`src/rtl/tvwq_pkg.sv`:
```
package tvwq_pkg;
   localparam logic [3:0] CMD_VRAM  = 4'b0001;
   localparam logic [3:0] CMD_CRAM  = 4'b0011;
   localparam logic [3:0] CMD_VSRAM = 4'b0101;

   typedef enum logic [1:0] {
      K_FULL = 2'd0,
      K_LO   = 2'd1,
      K_HI   = 2'd2,
      K_LO3  = 2'd3
   } kind_e;
endpackage

```
`src/rtl/tvwq_ring.sv`:
```
module tvwq_ring
   import tvwq_pkg::*;
#(
   parameter int DEPTH     = 4,
   parameter int AW        = 16,
   parameter int CW        = 32,
   parameter int CMDW      = 6,
   parameter int LAT       = 3,
   parameter bit WRAP_SAFE = 1'b1
) (
   input  logic            clk,
   input  logic            rst_n,
   input  logic [CW-1:0]   cycle_i,
   input  logic            push_i,
   input  logic            push_wide_i,
   input  logic [AW-1:0]   push_addr_i,
   input  logic [15:0]     push_data_i,
   input  logic [CMDW-1:0] push_cmd_i,
   input  kind_e           push_kind_i,
   output logic            push_acc_o,
   input  logic            rq_i,
   input  kind_e           rq_kind_i,
   input  logic [AW-1:0]   rq_addr_i,
   input  logic [7:0]      rq_byte_i,
   input  logic            slot_i,
   output logic            fire_o,
   output logic [AW-1:0]   head_addr_o,
   output logic [15:0]     head_data_o,
   output logic [CMDW-1:0] head_cmd_o,
   output kind_e           head_kind_o,
   output logic            empty_o,
   output logic            full_o
);
   localparam int IW = $clog2(DEPTH);
   localparam logic [CW-1:0] DLY_WIDE   = CW'(16 * LAT);
   localparam logic [CW-1:0] DLY_NARROW = CW'(20 * LAT);

   if ((DEPTH < 2) || ((DEPTH & (DEPTH - 1)) != 0)) begin : g_bad_depth
      $error("tvwq_ring: DEPTH must be a power of two of at least 2");
   end
   if (CMDW < 6) begin : g_bad_cmdw
      $error("tvwq_ring: CMDW must hold at least 6 bits");
   end

   typedef struct packed {
      logic [CW-1:0]   due;
      logic [AW-1:0]   addr;
      logic [15:0]     data;
      logic [CMDW-1:0] cmd;
      kind_e           kind;
   } ent_t;

   ent_t            ent_q [DEPTH];
   logic [IW-1:0]   wr_q, rd_q;
   logic            vld_q;
   ent_t            head;
   logic            due_ok, split, pop, rq_acc;
   logic [IW-1:0]   rd_inc, wr_dec;

   assign head     = ent_q[rd_q];
   assign rd_inc   = rd_q + IW'(1);
   assign wr_dec   = wr_q - IW'(1);
   assign full_o   = vld_q && (wr_q == rd_q);
   assign empty_o  = !vld_q;
   assign push_acc_o = push_i && !full_o;
   assign rq_acc   = rq_i && !vld_q && !push_i;

   if (WRAP_SAFE) begin : g_due_wrap
      logic [CW-1:0] diff;
      assign diff   = cycle_i - head.due;
      assign due_ok = !diff[CW-1];
   end else begin : g_due_plain
      assign due_ok = cycle_i >= head.due;
   end

   assign fire_o = slot_i && vld_q && due_ok;
   assign split  = fire_o && (head.cmd[3:0] == CMD_VRAM) && (head.kind == K_FULL);
   assign pop    = fire_o && !split;

   assign head_addr_o = head.addr;
   assign head_data_o = head.data;
   assign head_cmd_o  = head.cmd;
   assign head_kind_o = head.kind;

   always_ff @(posedge clk) begin
      if (!rst_n) begin
         wr_q  <= '0;
         rd_q  <= '0;
         vld_q <= 1'b0;
         for (int i = 0; i < DEPTH; i++) ent_q[i] <= '0;
      end else begin
         if (push_acc_o) begin
            ent_q[wr_q].due  <= cycle_i + (push_wide_i ? DLY_WIDE : DLY_NARROW);
            ent_q[wr_q].addr <= push_addr_i;
            ent_q[wr_q].data <= push_data_i;
            ent_q[wr_q].cmd  <= push_cmd_i;
            ent_q[wr_q].kind <= push_kind_i;
            wr_q <= wr_q + IW'(1);
            if (!vld_q) begin
               rd_q  <= wr_q;
               vld_q <= 1'b1;
            end
         end
         if (rq_acc) begin
            ent_q[wr_dec].due  <= cycle_i;
            ent_q[wr_dec].addr <= rq_addr_i;
            ent_q[wr_dec].kind <= rq_kind_i;
            if (rq_kind_i != K_HI) begin
               ent_q[wr_dec].data[7:0] <= rq_byte_i;
               ent_q[wr_dec].cmd       <= CMDW'(CMD_VRAM);
            end
            rd_q  <= wr_dec;
            vld_q <= 1'b1;
         end
         if (split) begin
            ent_q[rd_q].kind <= K_LO;
         end
         if (pop) begin
            rd_q <= rd_inc;
            if ((rd_inc == wr_q) && !push_acc_o) vld_q <= 1'b0;
         end
      end
   end

   // a push into a full ring leaves the write index where it was
   p_no_overflow_r3: assert property (@(posedge clk) disable iff (!rst_n)
      (full_o && push_i) |=> (wr_q == $past(wr_q)));

   // a refused re-queue leaves the read index in place
   p_rq_ignored_r10: assert property (@(posedge clk) disable iff (!rst_n)
      (rq_i && vld_q && !pop) |=> (rd_q == $past(rd_q)));
endmodule

```
`src/rtl/tvwq_commit.sv`:
```
module tvwq_commit
   import tvwq_pkg::*;
#(
   parameter int AW         = 16,
   parameter int CMDW       = 6,
   parameter int CRAM_DEPTH = 64,
   parameter int VSRAM_SIZE = 40
) (
   input  logic            fire_i,
   input  logic [AW-1:0]   addr_i,
   input  logic [15:0]     data_i,
   input  logic [CMDW-1:0] cmd_i,
   input  kind_e           kind_i,
   output logic            vram_we_o,
   output logic [AW-1:0]   vram_addr_o,
   output logic [7:0]      vram_data_o,
   output logic            cram_we_o,
   output logic [$clog2(CRAM_DEPTH)-1:0] cram_addr_o,
   output logic [15:0]     cram_data_o,
   output logic            vsram_we_o,
   output logic [5:0]      vsram_addr_o,
   output logic [15:0]     vsram_data_o
);
   localparam int CAW = $clog2(CRAM_DEPTH);

   if ((CRAM_DEPTH < 2) || ((CRAM_DEPTH & (CRAM_DEPTH - 1)) != 0) || (CAW >= AW)) begin : g_bad_cram
      $error("tvwq_commit: CRAM_DEPTH must be a power of two that fits the address");
   end
   if ((VSRAM_SIZE < 1) || (VSRAM_SIZE > 64) || (AW < 7)) begin : g_bad_vsram
      $error("tvwq_commit: VSRAM_SIZE must be 1..64 and AW at least 7");
   end

   logic [5:0] vs_idx;
   logic       vs_in;
   logic [AW-1:0] addr_swap;

   assign vs_idx    = addr_i[6:1];
   assign addr_swap = {addr_i[AW-1:1], ~addr_i[0]};

   if (VSRAM_SIZE >= 64) begin : g_vs_all
      assign vs_in = 1'b1;
   end else begin : g_vs_cut
      assign vs_in = vs_idx < 6'(VSRAM_SIZE);
   end

   logic unused_ok;
   assign unused_ok = ^{cmd_i[CMDW-1:4]};

   always_comb begin
      vram_we_o    = 1'b0;
      vram_addr_o  = addr_swap;
      vram_data_o  = data_i[7:0];
      cram_we_o    = 1'b0;
      cram_addr_o  = addr_i[CAW:1];
      cram_data_o  = data_i;
      vsram_we_o   = 1'b0;
      vsram_addr_o = vs_idx;
      vsram_data_o = data_i;
      if (fire_i) begin
         case (cmd_i[3:0])
            CMD_VRAM: begin
               vram_we_o = 1'b1;
               if (kind_i == K_FULL) begin
                  vram_addr_o = addr_i;
                  vram_data_o = data_i[15:8];
               end else if (kind_i == K_HI) begin
                  vram_data_o = data_i[15:8];
               end
            end
            CMD_CRAM:  cram_we_o  = 1'b1;
            CMD_VSRAM: vsram_we_o = vs_in;
            default: ;
         endcase
      end
   end
endmodule

```
`src/rtl/tvwq_top.sv`:
```
module tvwq_top
   import tvwq_pkg::*;
#(
   parameter int DEPTH      = 4,
   parameter int AW         = 16,
   parameter int CW         = 32,
   parameter int CMDW       = 6,
   parameter int LAT        = 3,
   parameter int CRAM_DEPTH = 64,
   parameter int VSRAM_SIZE = 40,
   parameter bit WRAP_SAFE  = 1'b1
) (
   input  logic            clk,
   input  logic            rst_n,
   input  logic [CW-1:0]   cycle_i,
   input  logic            slot_i,
   input  logic            push_i,
   input  logic            push_wide_i,
   input  logic [AW-1:0]   push_addr_i,
   input  logic [15:0]     push_data_i,
   input  logic [CMDW-1:0] push_cmd_i,
   input  logic [1:0]      push_kind_i,
   input  logic [1:0]      dma_mode_i,
   input  logic            rq_i,
   input  logic [1:0]      rq_kind_i,
   input  logic [AW-1:0]   rq_addr_i,
   input  logic [7:0]      rq_byte_i,
   output logic            empty_o,
   output logic            full_o,
   output logic            dma_req_o,
   output logic            vram_we_o,
   output logic [AW-1:0]   vram_addr_o,
   output logic [7:0]      vram_data_o,
   output logic            cram_we_o,
   output logic [$clog2(CRAM_DEPTH)-1:0] cram_addr_o,
   output logic [15:0]     cram_data_o,
   output logic            vsram_we_o,
   output logic [5:0]      vsram_addr_o,
   output logic [15:0]     vsram_data_o
);
   localparam int CAW = $clog2(CRAM_DEPTH);

   logic            push_acc, fire;
   logic [AW-1:0]   h_addr;
   logic [15:0]     h_data;
   logic [CMDW-1:0] h_cmd;
   kind_e           h_kind;

   logic            vw_d, cw_d, sw_d;
   logic [AW-1:0]   va_d;
   logic [7:0]      vd_d;
   logic [CAW-1:0]  ca_d;
   logic [15:0]     cd_d, sd_d;
   logic [5:0]      sa_d;

   tvwq_ring #(
      .DEPTH(DEPTH), .AW(AW), .CW(CW), .CMDW(CMDW), .LAT(LAT), .WRAP_SAFE(WRAP_SAFE)
   ) u_ring (
      .clk(clk), .rst_n(rst_n), .cycle_i(cycle_i),
      .push_i(push_i), .push_wide_i(push_wide_i), .push_addr_i(push_addr_i),
      .push_data_i(push_data_i), .push_cmd_i(push_cmd_i),
      .push_kind_i(kind_e'(push_kind_i)), .push_acc_o(push_acc),
      .rq_i(rq_i), .rq_kind_i(kind_e'(rq_kind_i)), .rq_addr_i(rq_addr_i),
      .rq_byte_i(rq_byte_i), .slot_i(slot_i), .fire_o(fire),
      .head_addr_o(h_addr), .head_data_o(h_data), .head_cmd_o(h_cmd),
      .head_kind_o(h_kind), .empty_o(empty_o), .full_o(full_o)
   );

   tvwq_commit #(
      .AW(AW), .CMDW(CMDW), .CRAM_DEPTH(CRAM_DEPTH), .VSRAM_SIZE(VSRAM_SIZE)
   ) u_commit (
      .fire_i(fire), .addr_i(h_addr), .data_i(h_data), .cmd_i(h_cmd), .kind_i(h_kind),
      .vram_we_o(vw_d), .vram_addr_o(va_d), .vram_data_o(vd_d),
      .cram_we_o(cw_d), .cram_addr_o(ca_d), .cram_data_o(cd_d),
      .vsram_we_o(sw_d), .vsram_addr_o(sa_d), .vsram_data_o(sd_d)
   );

   always_ff @(posedge clk) begin
      if (!rst_n) begin
         dma_req_o    <= 1'b0;
         vram_we_o    <= 1'b0;
         vram_addr_o  <= '0;
         vram_data_o  <= '0;
         cram_we_o    <= 1'b0;
         cram_addr_o  <= '0;
         cram_data_o  <= '0;
         vsram_we_o   <= 1'b0;
         vsram_addr_o <= '0;
         vsram_data_o <= '0;
      end else begin
         dma_req_o    <= push_acc && push_cmd_i[5] && (dma_mode_i == 2'b10);
         vram_we_o    <= vw_d;
         vram_addr_o  <= va_d;
         vram_data_o  <= vd_d;
         cram_we_o    <= cw_d;
         cram_addr_o  <= ca_d;
         cram_data_o  <= cd_d;
         vsram_we_o   <= sw_d;
         vsram_addr_o <= sa_d;
         vsram_data_o <= sd_d;
      end
   end

   p_one_write_r4: assert property (@(posedge clk) disable iff (!rst_n)
      $onehot0({vram_we_o, cram_we_o, vsram_we_o}));

   p_write_after_slot_r2: assert property (@(posedge clk) disable iff (!rst_n)
      (vram_we_o || cram_we_o || vsram_we_o) |-> $past(slot_i));

   p_vsram_range_r8: assert property (@(posedge clk) disable iff (!rst_n)
      vsram_we_o |-> ({1'b0, vsram_addr_o} < 7'(VSRAM_SIZE)));

   p_dma_cause_r9: assert property (@(posedge clk) disable iff (!rst_n)
      dma_req_o |-> $past(push_i && push_cmd_i[5] && (dma_mode_i == 2'b10)));

   p_empty_not_full_r3: assert property (@(posedge clk) disable iff (!rst_n)
      empty_o |-> !full_o);
endmodule

```
`config.mk`:
```
export PLATFORM = sky130hd
export DESIGN_NAME = tvwq_top
export DESIGN_NICKNAME = d
export VERILOG_FILES = /design/src/rtl/tvwq_pkg.sv /design/src/rtl/tvwq_ring.sv /design/src/rtl/tvwq_commit.sv /design/src/rtl/tvwq_top.sv
export SDC_FILE = /design/constraint.sdc
export NUM_CORES = 1
export LEC_CHECK = 0
export BUFFER_PORTS_ARGS = -buffer_cell sky130_fd_sc_hd__buf_2
export CORE_MARGIN = 2
export CORE_UTILIZATION = 59
export CTS_CLUSTER_SIZE = 16
export DETAILED_ROUTE_END_ITERATION = 16
export GPL_ROUTABILITY_DRIVEN = 0
export PLACE_DENSITY = 0.78
export SETUP_SLACK_MARGIN = 0.3
export SLEW_MARGIN = 20
export SYNTH_ARGS = -nofsm -noshare
export SYNTH_HDL_FRONTEND = slang
export SYNTH_SLANG_ARGS = --single-unit
```
`constraint.sdc`:
```
create_clock -name clk -period 4.7 [get_ports clk]
set_clock_uncertainty 0.05 [all_clocks]
set_input_delay 0.47 -clock clk [delete_from_list [all_inputs] [get_ports clk]]
set_output_delay 0.47 -clock clk [all_outputs]
set_load 0.05 [all_outputs]
```
Word level (Yosys, flattened, before mapping):

Memory sizes are Yosys's and may differ from the RTL's. A register that Yosys moved wholly into a read port is not among the register bits.
Index checks and enable logic that the tools add are counted.

* logic and storage cells: 97
* RAM bits: 288
* flip-flop bits (word level): 55
* latch bits: 0
* memories kept: 1
* bits of input ports: 106
* ROM bits: 0

* mux-type cells: 43
* $add $sub $neg: 5
* div/mod/pow operators: 0
* order comparisons: 1
* multipliers: 0
* bitwise gates (word level): 1
* eq/ne operators: 9
* reductions and logical operators: 26
* shift operators: 0

Memory list
* u_ring.ent_q: words 4, width 72, rd ports 1, clocked after memory_dff 1, wr ports 4, RTL line tvwq_ring.sv:53 `ent_t ent_q [DEPTH];`

Operator list (count)
* $mux 72: 3
* $reduce_or 72->1: 3
* $add 32x32->32: 1
* $mux 8: 4
* $sub 32x32->32: 1
* $mux 1: 24
* $mux 2: 10
* $logic_and 1x1->1: 12
* $logic_not 1->1: 6
* $lt 6x6->1 const B: 1
* $add 2x1->2 const B: 2
* $eq 2x2->1: 2
* $eq 2x2->1 const B: 2
* $eq 4x1->1 const B: 1
* $eq 4x2->1 const B: 1
* $eq 4x3->1 const B: 1
* $mux 4: 1
* $reduce_and 2->1: 2
* $mux 3: 1
* $ne 3x3->1 const B: 1
* $reduce_and 3->1: 1
* $reduce_bool 3->1: 1
* $logic_not 2->1: 1
* $ne 2x2->1 const B: 1
* other kinds (2): 2

Depth between registers and ports, before layout:

Gate-level depths: netlist of the first run.

* word-level depth: 11
* depth in mapped cells: 17

Cells and area by module:

Synthesis of the first run repeated with hierarchy kept, for this count alone.

* cell total of the unflattened synthesis: 1292
* area total of the unflattened synthesis: 16592.2 sq um

By module, submodules not included
* tvwq_ring: seq. area each 8708.4 sq um, area an instance 13960.9 sq um, cells each 1063, instances 1
* tvwq_top: seq. area each 1441.4 sq um, area an instance 2021.9 sq um, cells each 152, instances 1
* tvwq_commit: seq. area each 0.0 sq um, area an instance 609.3 sq um, cells each 77, instances 1

Worst setup path after synthesis of the first run:

Ideal clock, no wire load.

* path kind: register to register
* start: register (tool-made name)
* end: register vram_addr_o[0]
* period minus slack after synthesis: 4.133 ns
* stages on the path, launching flop included: 18
* setup time: 0.072 ns
* arrival: 4.011 ns
* setup slack: 0.567 ns
* cells stage by stage: dfxtp_1 > buf_6 > buf_2 > buf_2 > buf_1 > mux4_2 > inv_1 > ha_1 > a21o_1 > a21o_1 > a21oi_1 > o211ai_1 > a21oi_1 > mux2_2 > buf_6 > nand2b_4 > buf_6 > mux2i_1

RTL lines
* to (signal assigned): RTL line tvwq_top.sv:93 `vram_addr_o <= va_d;`
* to (decl): RTL line tvwq_top.sv:32 `output logic [AW-1:0] vram_addr_o,`

==> impl_metrics.env, run 1 <==
export IMPL_status="finished, final reports clean"
export IMPL_synth_edf_count=272
export IMPL_vias_per_cell=5.76
export IMPL_syn_nets=1347
export IMPL_drive_above_1_share=0.247
export IMPL_worstPathMaxFanout=36
export IMPL_cts_buffers=35
export IMPL_reg2reg_depth=11
export IMPL_area_growth_pct=14.4
export IMPL_cts_sinks=331
export IMPL_use_met3=0.0404
export IMPL_met2_usage=0.444
export IMPL_cts_setup_buffers=0
export IMPL_grt_overflow_total=0
export IMPL_whs_path_depth=2
export IMPL_slew_viol_final=0
export IMPL_grtUsageMet1=0.320
export IMPL_tightest_slew_ps=939
export IMPL_total_power_uw=7760
export IMPL_synth_top_cell_by_area="edfxtp_1"
export IMPL_clockRootBuffer="clkbuf_16"
export IMPL_regArea_um2=9350
export IMPL_ctsResizeCount=0
export IMPL_busiest_layer="met2"
export IMPL_io_buffers=178
export IMPL_leakagePower_uw=0.00703
export IMPL_via_count=9834
export IMPL_die_h_um=164
export IMPL_timing_final_crit_share=0.859
export IMPL_synth_top_flop_cell="edfxtp_1"
export IMPL_avgSynthCellArea_um2=12.6
export IMPL_drt_iter0_drc=823
export IMPL_ys_async_sr_fraction=0
export IMPL_synthCells=1204
export IMPL_maxCapViolCount=0
export IMPL_critical_path_class="reg2reg"
export IMPL_cts_buffer_depth=3
export IMPL_synth_top_area_share=0.538
export IMPL_yosysSeqAreaShare=0.615
export IMPL_dr_pass1_iters=7
export IMPL_grt_pass1_vias=10100
export IMPL_cts_tree="done"
export IMPL_final_setup_tns_ps=0
export IMPL_fillers=1817
export IMPL_routed_wl_um=33600
export IMPL_yosysMostFrequentCell="edfxtp_1"
export IMPL_track_usage=0.252
export IMPL_ctsHtreeMaxLevel=2
export IMPL_synthTopCellsByArea="edfxtp_1 54%, mux4_2 10%, dfxtp_1 7.8%, nor2_1 6.5%, ha_1 3.0%"
export IMPL_period_minus_slack_ps=4040
export IMPL_yosysUniqueCellTypes=58
export IMPL_final_util=0.688
export IMPL_hpwl_um=21300
export IMPL_initial_core_util=0.602
export IMPL_ys_warn_count=0
export IMPL_antenna_found_initial=1
export IMPL_ir_drop_v=0.000364
export IMPL_multi_input_area_um2=5040
export IMPL_min_path_type="in2reg"
export IMPL_ys_top_cells_by_count="272 x edfxtp_1, 263 x nor2_1, 99 x inv_1"
export IMPL_core_area_um2=25300
export IMPL_hold_viol=0
export IMPL_hold_buffers=0
export IMPL_drtAntennaViolNets=0
export IMPL_io_pins=180
export IMPL_crit_arrival_ps=4420
export IMPL_clk_pin_slew_worst_paths_ps=60
export IMPL_syn_cell_area_um2=15200
export IMPL_setup_violations_final=0
export IMPL_critPathRequiredTime_ps=5090
export IMPL_antenna_cells=0
export IMPL_grt_max_degree=60
export IMPL_powerDensity_nw_per_um2=447
export IMPL_max_freq_mhz=248
export IMPL_rows=58
export IMPL_dieArea_um2=27000
export IMPL_slew_headroom=0.373
export IMPL_startpoint_type="flip-flop"
export IMPL_rsz0062_at_grt="no"
export IMPL_die_w_um=164
export IMPL_endpoint_kind="flip-flop"
export IMPL_ys_ff_latch=331
export IMPL_wl_per_cell_um=19.7
export IMPL_nets=1493
export IMPL_drc=0
export IMPL_grt_first_pass_wirelength_um=52100
export IMPL_insertion_delay_ps=530
[path summary, 6_finish.rpt]
| path | startpoint | endpoint | slack, ps |
|---|---|---|---|
| hold reg to reg | u_ring.ent_q[0][0] | u_ring.ent_q[0][0] | 450 |
| setup reg to reg | flip-flop | vram_addr_o[0] | 660 |
| hold / removal | dma_mode_i[0] | dma_req_o | 60 |
| setup / recovery | flip-flop | vram_addr_o[0] | 660 |
[layer usage]
metal	up-vias	share of wire
li1	4523	-
met2	378	0.51
met4	2	0.023
met5	-	0.00039
met1	4873	0.39
met3	58	0.068
[per-stage QoR]
stage / instance area (um2) / setup WS (ps) / cells / hold slack [ps]
3_5_place_dp: 16300 / 628 / 1643 / 430
6_report: 17400 / 664 / 1706 / 62.5
2_1_floorplan: 15200 / 567 / 1204 / 396
4_1_cts: 17400 / 603 / 1706 / 52.2
5_1_grt: 17400 / 422 / 1706 / 64.5
3_3_place_gp: 16300 / 718 / 1643 / 413
[cells by family after synthesis]
| family | after synthesis | synth area share |
|---|---|---|
| AOI/OAI and AO/OA | 109 | 0.0458 |
| xor gates and xnor gates | 34 | 0.0196 |
| adders and majority gates | 37 | 0.0310 |
| buffers and inverters | 188 | 0.0556 |
| DFF | 331 | 0.615 |
| muxes | 82 | 0.111 |
| and+or+nand+nor | 423 | 0.122 |
[flip-flops by register name, summed over array words and instances, names as in the netlist, named ones only]
register and cells:
dma_req_o 1, vsram_data_o 16, vram_addr_o 16, vram_data_o 8, u_ring.wr_q 2, u_ring.ent_q 280, vsram_we_o 1, u_ring.rd_q 2
u_ring.vld_q 1, cram_we_o 1, vram_we_o 1
[power by group]
group	switching [uW]	leakage, uW	internal [uW]
Clock	1100	0.000545	1560
Combinational	974	0.00317	546
Sequential	123	0.00332	3460
Total	2200	0.00703	5560
[area by class of cell]
type | instances | share of cell area
timing repair buffer | 196 | 0.0619
tap | 330 | 0.0238
sequential | 331 | 0.538
clock inverter | 14 | 0.00576
inverter | 101 | 0.0218
clock buffer | 49 | 0.0582
multi-input combinational | 685 | 0.290
[layout by cell type (no fill, tap or decap), types with 3 or more instances in the layout]
master	netlist	final
edfxtp_1	272	272
nor2_1	263	262
buf_2	9	178
inv_1	99	98
mux4_2	68	68
nand2_1	60	57
dfxtp_1	59	57
clkbuf_16	0	37
ha_1	36	36
and2_1	32	32
a22oi_1	28	28
xor2_1	21	21
o21ai_0	20	20
a21oi_1	18	18
buf_4	28	14
xnor2_1	13	13
nand3_1	13	13
o21ai_1	13	12
mux2i_1	10	10
nor3_1	10	9
nand4_1	8	8
clkbuf_1	38	8
clkinv_2	0	7
a31oi_1	6	6
o21a_1	6	6
a21o_1	6	6
or2_2	5	5
nor2b_1	5	5
clkinv_1	1	4
nand2b_1	5	4
clkbuf_8	0	4
buf_12	0	4
and3_1	3	3
nand2_2	0	3
and4_1	3	3
[worst max-delay path, cell delays in order (launching register included)]
cell and delay [ps]:
dfxtp_4 830, mux4_2 590, inv_1 90, ha_1 240, a21o_1 180, a21o_1 160, a211oi_1 230, o21ai_1 160
a21oi_1 480, mux2_2 550, nand2b_4 190, mux2i_1 190
Note: power is estimated with default switching activity, not from simulation.
==> run 2, diff against run 1 <==
--- a/config.mk
+++ b/config.mk
@@ -6,8 +6,11 @@
 export NUM_CORES = 1
 export LEC_CHECK = 0
 export BUFFER_PORTS_ARGS = -buffer_cell sky130_fd_sc_hd__buf_2
+export CELL_PAD_IN_SITES_DETAIL_PLACEMENT = 2
+export CELL_PAD_IN_SITES_GLOBAL_PLACEMENT = 2
 export CORE_MARGIN = 2
-export CORE_UTILIZATION = 59
+export CORE_UTILIZATION = 41
+export CTS_BUF_LIST = sky130_fd_sc_hd__clkbuf_4
 export CTS_CLUSTER_SIZE = 16
 export DETAILED_ROUTE_END_ITERATION = 16
 export GPL_ROUTABILITY_DRIVEN = 0
==> impl_metrics.env, run 2 (same netlist as run 1, synthesis figures left out) <==
export IMPL_clockPowerShare=0.348
export IMPL_fin_ws_ps=871
export IMPL_r2r_slack_ps=870
export IMPL_grt_overflow_total=0
export IMPL_slew_viol_final=0
export IMPL_period_minus_slack_ps=3830
export IMPL_clockRootBuffer="clkbuf_4"
export IMPL_slew_headroom=0.471
export IMPL_power_switching_uw=2440
export IMPL_cts_buffers=89
export IMPL_die_w_um=196
export IMPL_hpwl_um=29000
export IMPL_dieArea_um2=38600
export IMPL_crit_arrival_ps=4450
export IMPL_routed_wl_um=45700
export IMPL_r2r_end="vram_addr_o[0]"
export IMPL_final_common_cell="edfxtp_1"
export IMPL_regArea_um2=9360
export IMPL_tightest_slew_ps=794
export IMPL_cts_setup_buffers=0
export IMPL_multi_input_area_um2=5040
export IMPL_drtAntennaViolNets=0
export IMPL_status="finished, final reports clean"
export IMPL_fillers=3575
export IMPL_hold_buffers=36
export IMPL_power_frac_seq=0.448
export IMPL_io_buffers=178
export IMPL_grt_pass1_vias=12200
export IMPL_hold_viol=0
export IMPL_cts_buffer_depth=3
export IMPL_endpoint_kind="flip-flop"
export IMPL_worstHoldStart="push_data_i[15]"
export IMPL_cts_tree="done"
export IMPL_drc=0
export IMPL_dr_pass1_iters=7
export IMPL_power_internal_uw=5600
export IMPL_powerDensity_nw_per_um2=443
export IMPL_cts_sinks=331
export IMPL_clk_pin_slew_worst_paths_ps=70
export IMPL_largest_register_ffs=280
export IMPL_track_usage=0.243
export IMPL_rows=70
export IMPL_insertion_delay_ps=760
export IMPL_final_setup_tns_ps=0
export IMPL_die_h_um=196
export IMPL_area_growth_pct=19.3
export IMPL_core_area_um2=36500
export IMPL_p_sw_frac=0.304
export IMPL_via_count=10600
export IMPL_drive_above_1_share=0.295
export IMPL_setup_violations_final=0
export IMPL_regMostFlops="u_ring.ent_q"
export IMPL_final_area_um2=18100
export IMPL_critical_path_class="reg2reg"
export IMPL_whs_endpoint="u_ring.ent_q[3][23]"
export IMPL_ctsResizeCount=0
export IMPL_timing_final_crit_share=0.815
export IMPL_io_pins=180
export IMPL_maxCapViolCount=0
export IMPL_leakagePower_uw=0.00742
export IMPL_initial_core_util=0.416
export IMPL_ctsHtreeMaxLevel=3
export IMPL_hold_slack_ps=69.8
export IMPL_drt_iter0_drc=451
export IMPL_placed_area_um2=16500
export IMPL_nets=1594
export IMPL_post_place_ws_ps=815
export IMPL_antenna_found_initial=3
export IMPL_vias_per_cell=5.33
export IMPL_startpoint_type="flip-flop"
export IMPL_ir_drop_v=0.000175
export IMPL_reg_top3="u_ring.ent_q: 280 flops, vram_addr_o: 16 flops, vsram_data_o: 16 flops"
export IMPL_min_path_type="in2reg"
export IMPL_grt_max_degree=60
export IMPL_whs_path_depth=3
export IMPL_max_freq_mhz=261
export IMPL_critPathRequiredTime_ps=5320
export IMPL_final_cell_mix="272 x edfxtp_1, 263 x nor2_1, 178 x buf_2"
export IMPL_pwr_share_comb=0.205
export IMPL_grt_first_pass_wirelength_um=70500
export IMPL_final_util=0.496
export IMPL_reg2reg_depth=13
export IMPL_wl_per_cell_um=22.9
export IMPL_rsz0062_at_grt="no"
export IMPL_worstPathMaxFanout=24
[run 2: worst max path at each step]
stage	startpoint	to	slack (ps)
2_1_floorplan	flip-flop	vram_addr_o[0]	570
3_3_place_gp	flip-flop	vram_addr_o[0]	920
3_5_place_dp	flip-flop	vram_addr_o[0]	820
4_1_cts	flip-flop	vram_addr_o[0]	780
5_1_grt	flip-flop	vram_addr_o[0]	580
6_report	flip-flop	vram_addr_o[0]	870
[run 2: layout make-up]
class / instances / area share
flip-flops and latches: 331 / 0.516
multi-input cells: 685 / 0.278
repair buffers: 243 / 0.0838
clock buffers: 145 / 0.0600
well taps: 468 / 0.0323
inverters: 101 / 0.0209
clock inverters: 18 / 0.00842
diodes: 3 / 0.000414
[run 2: routing by layer]
| metal | vias up | share of wire | global-route usage |
|---|---|---|---|
| li1 | 4791 | - | - |
| met1 | 5506 | 0.41 | 0.290 |
| met2 | 248 | 0.53 | 0.444 |
| met3 | 81 | 0.036 | 0.0426 |
| met4 | 0 | 0.024 | 0.0797 |
| met5 | - | 0 | 0 |
[run 2: metrics by stage]
stage	std cells	power, uW
final	1994	8040
after global routing	1993	8410
after CTS	1991	8130
after detailed placement	1792	5290
after global placement	1792	5200
after floorplan	1204	4760
[run 2: critical path, stage by stage (launching register included)]
cell,delay [ps]
dfxtp_4,690
buf_12,270
mux4_2,520
inv_1,80
ha_1,230
a21o_1,160
a21o_1,170
a21oi_1,180
o211ai_1,160
a21oi_1,200
buf_4,170
mux2_2,480
nand2b_4,200
mux2i_1,180
[run 2: power groups by stage]
stage	Clock [uW]	Combinational [uW]	Sequential (uW)
2_1_floorplan	0	1020	3740
3_3_place_gp	0	1560	3640
3_5_place_dp	0	1620	3670
4_1_cts	2870	1670	3600
5_1_grt	3010	1780	3620
6_report	2790	1640	3600
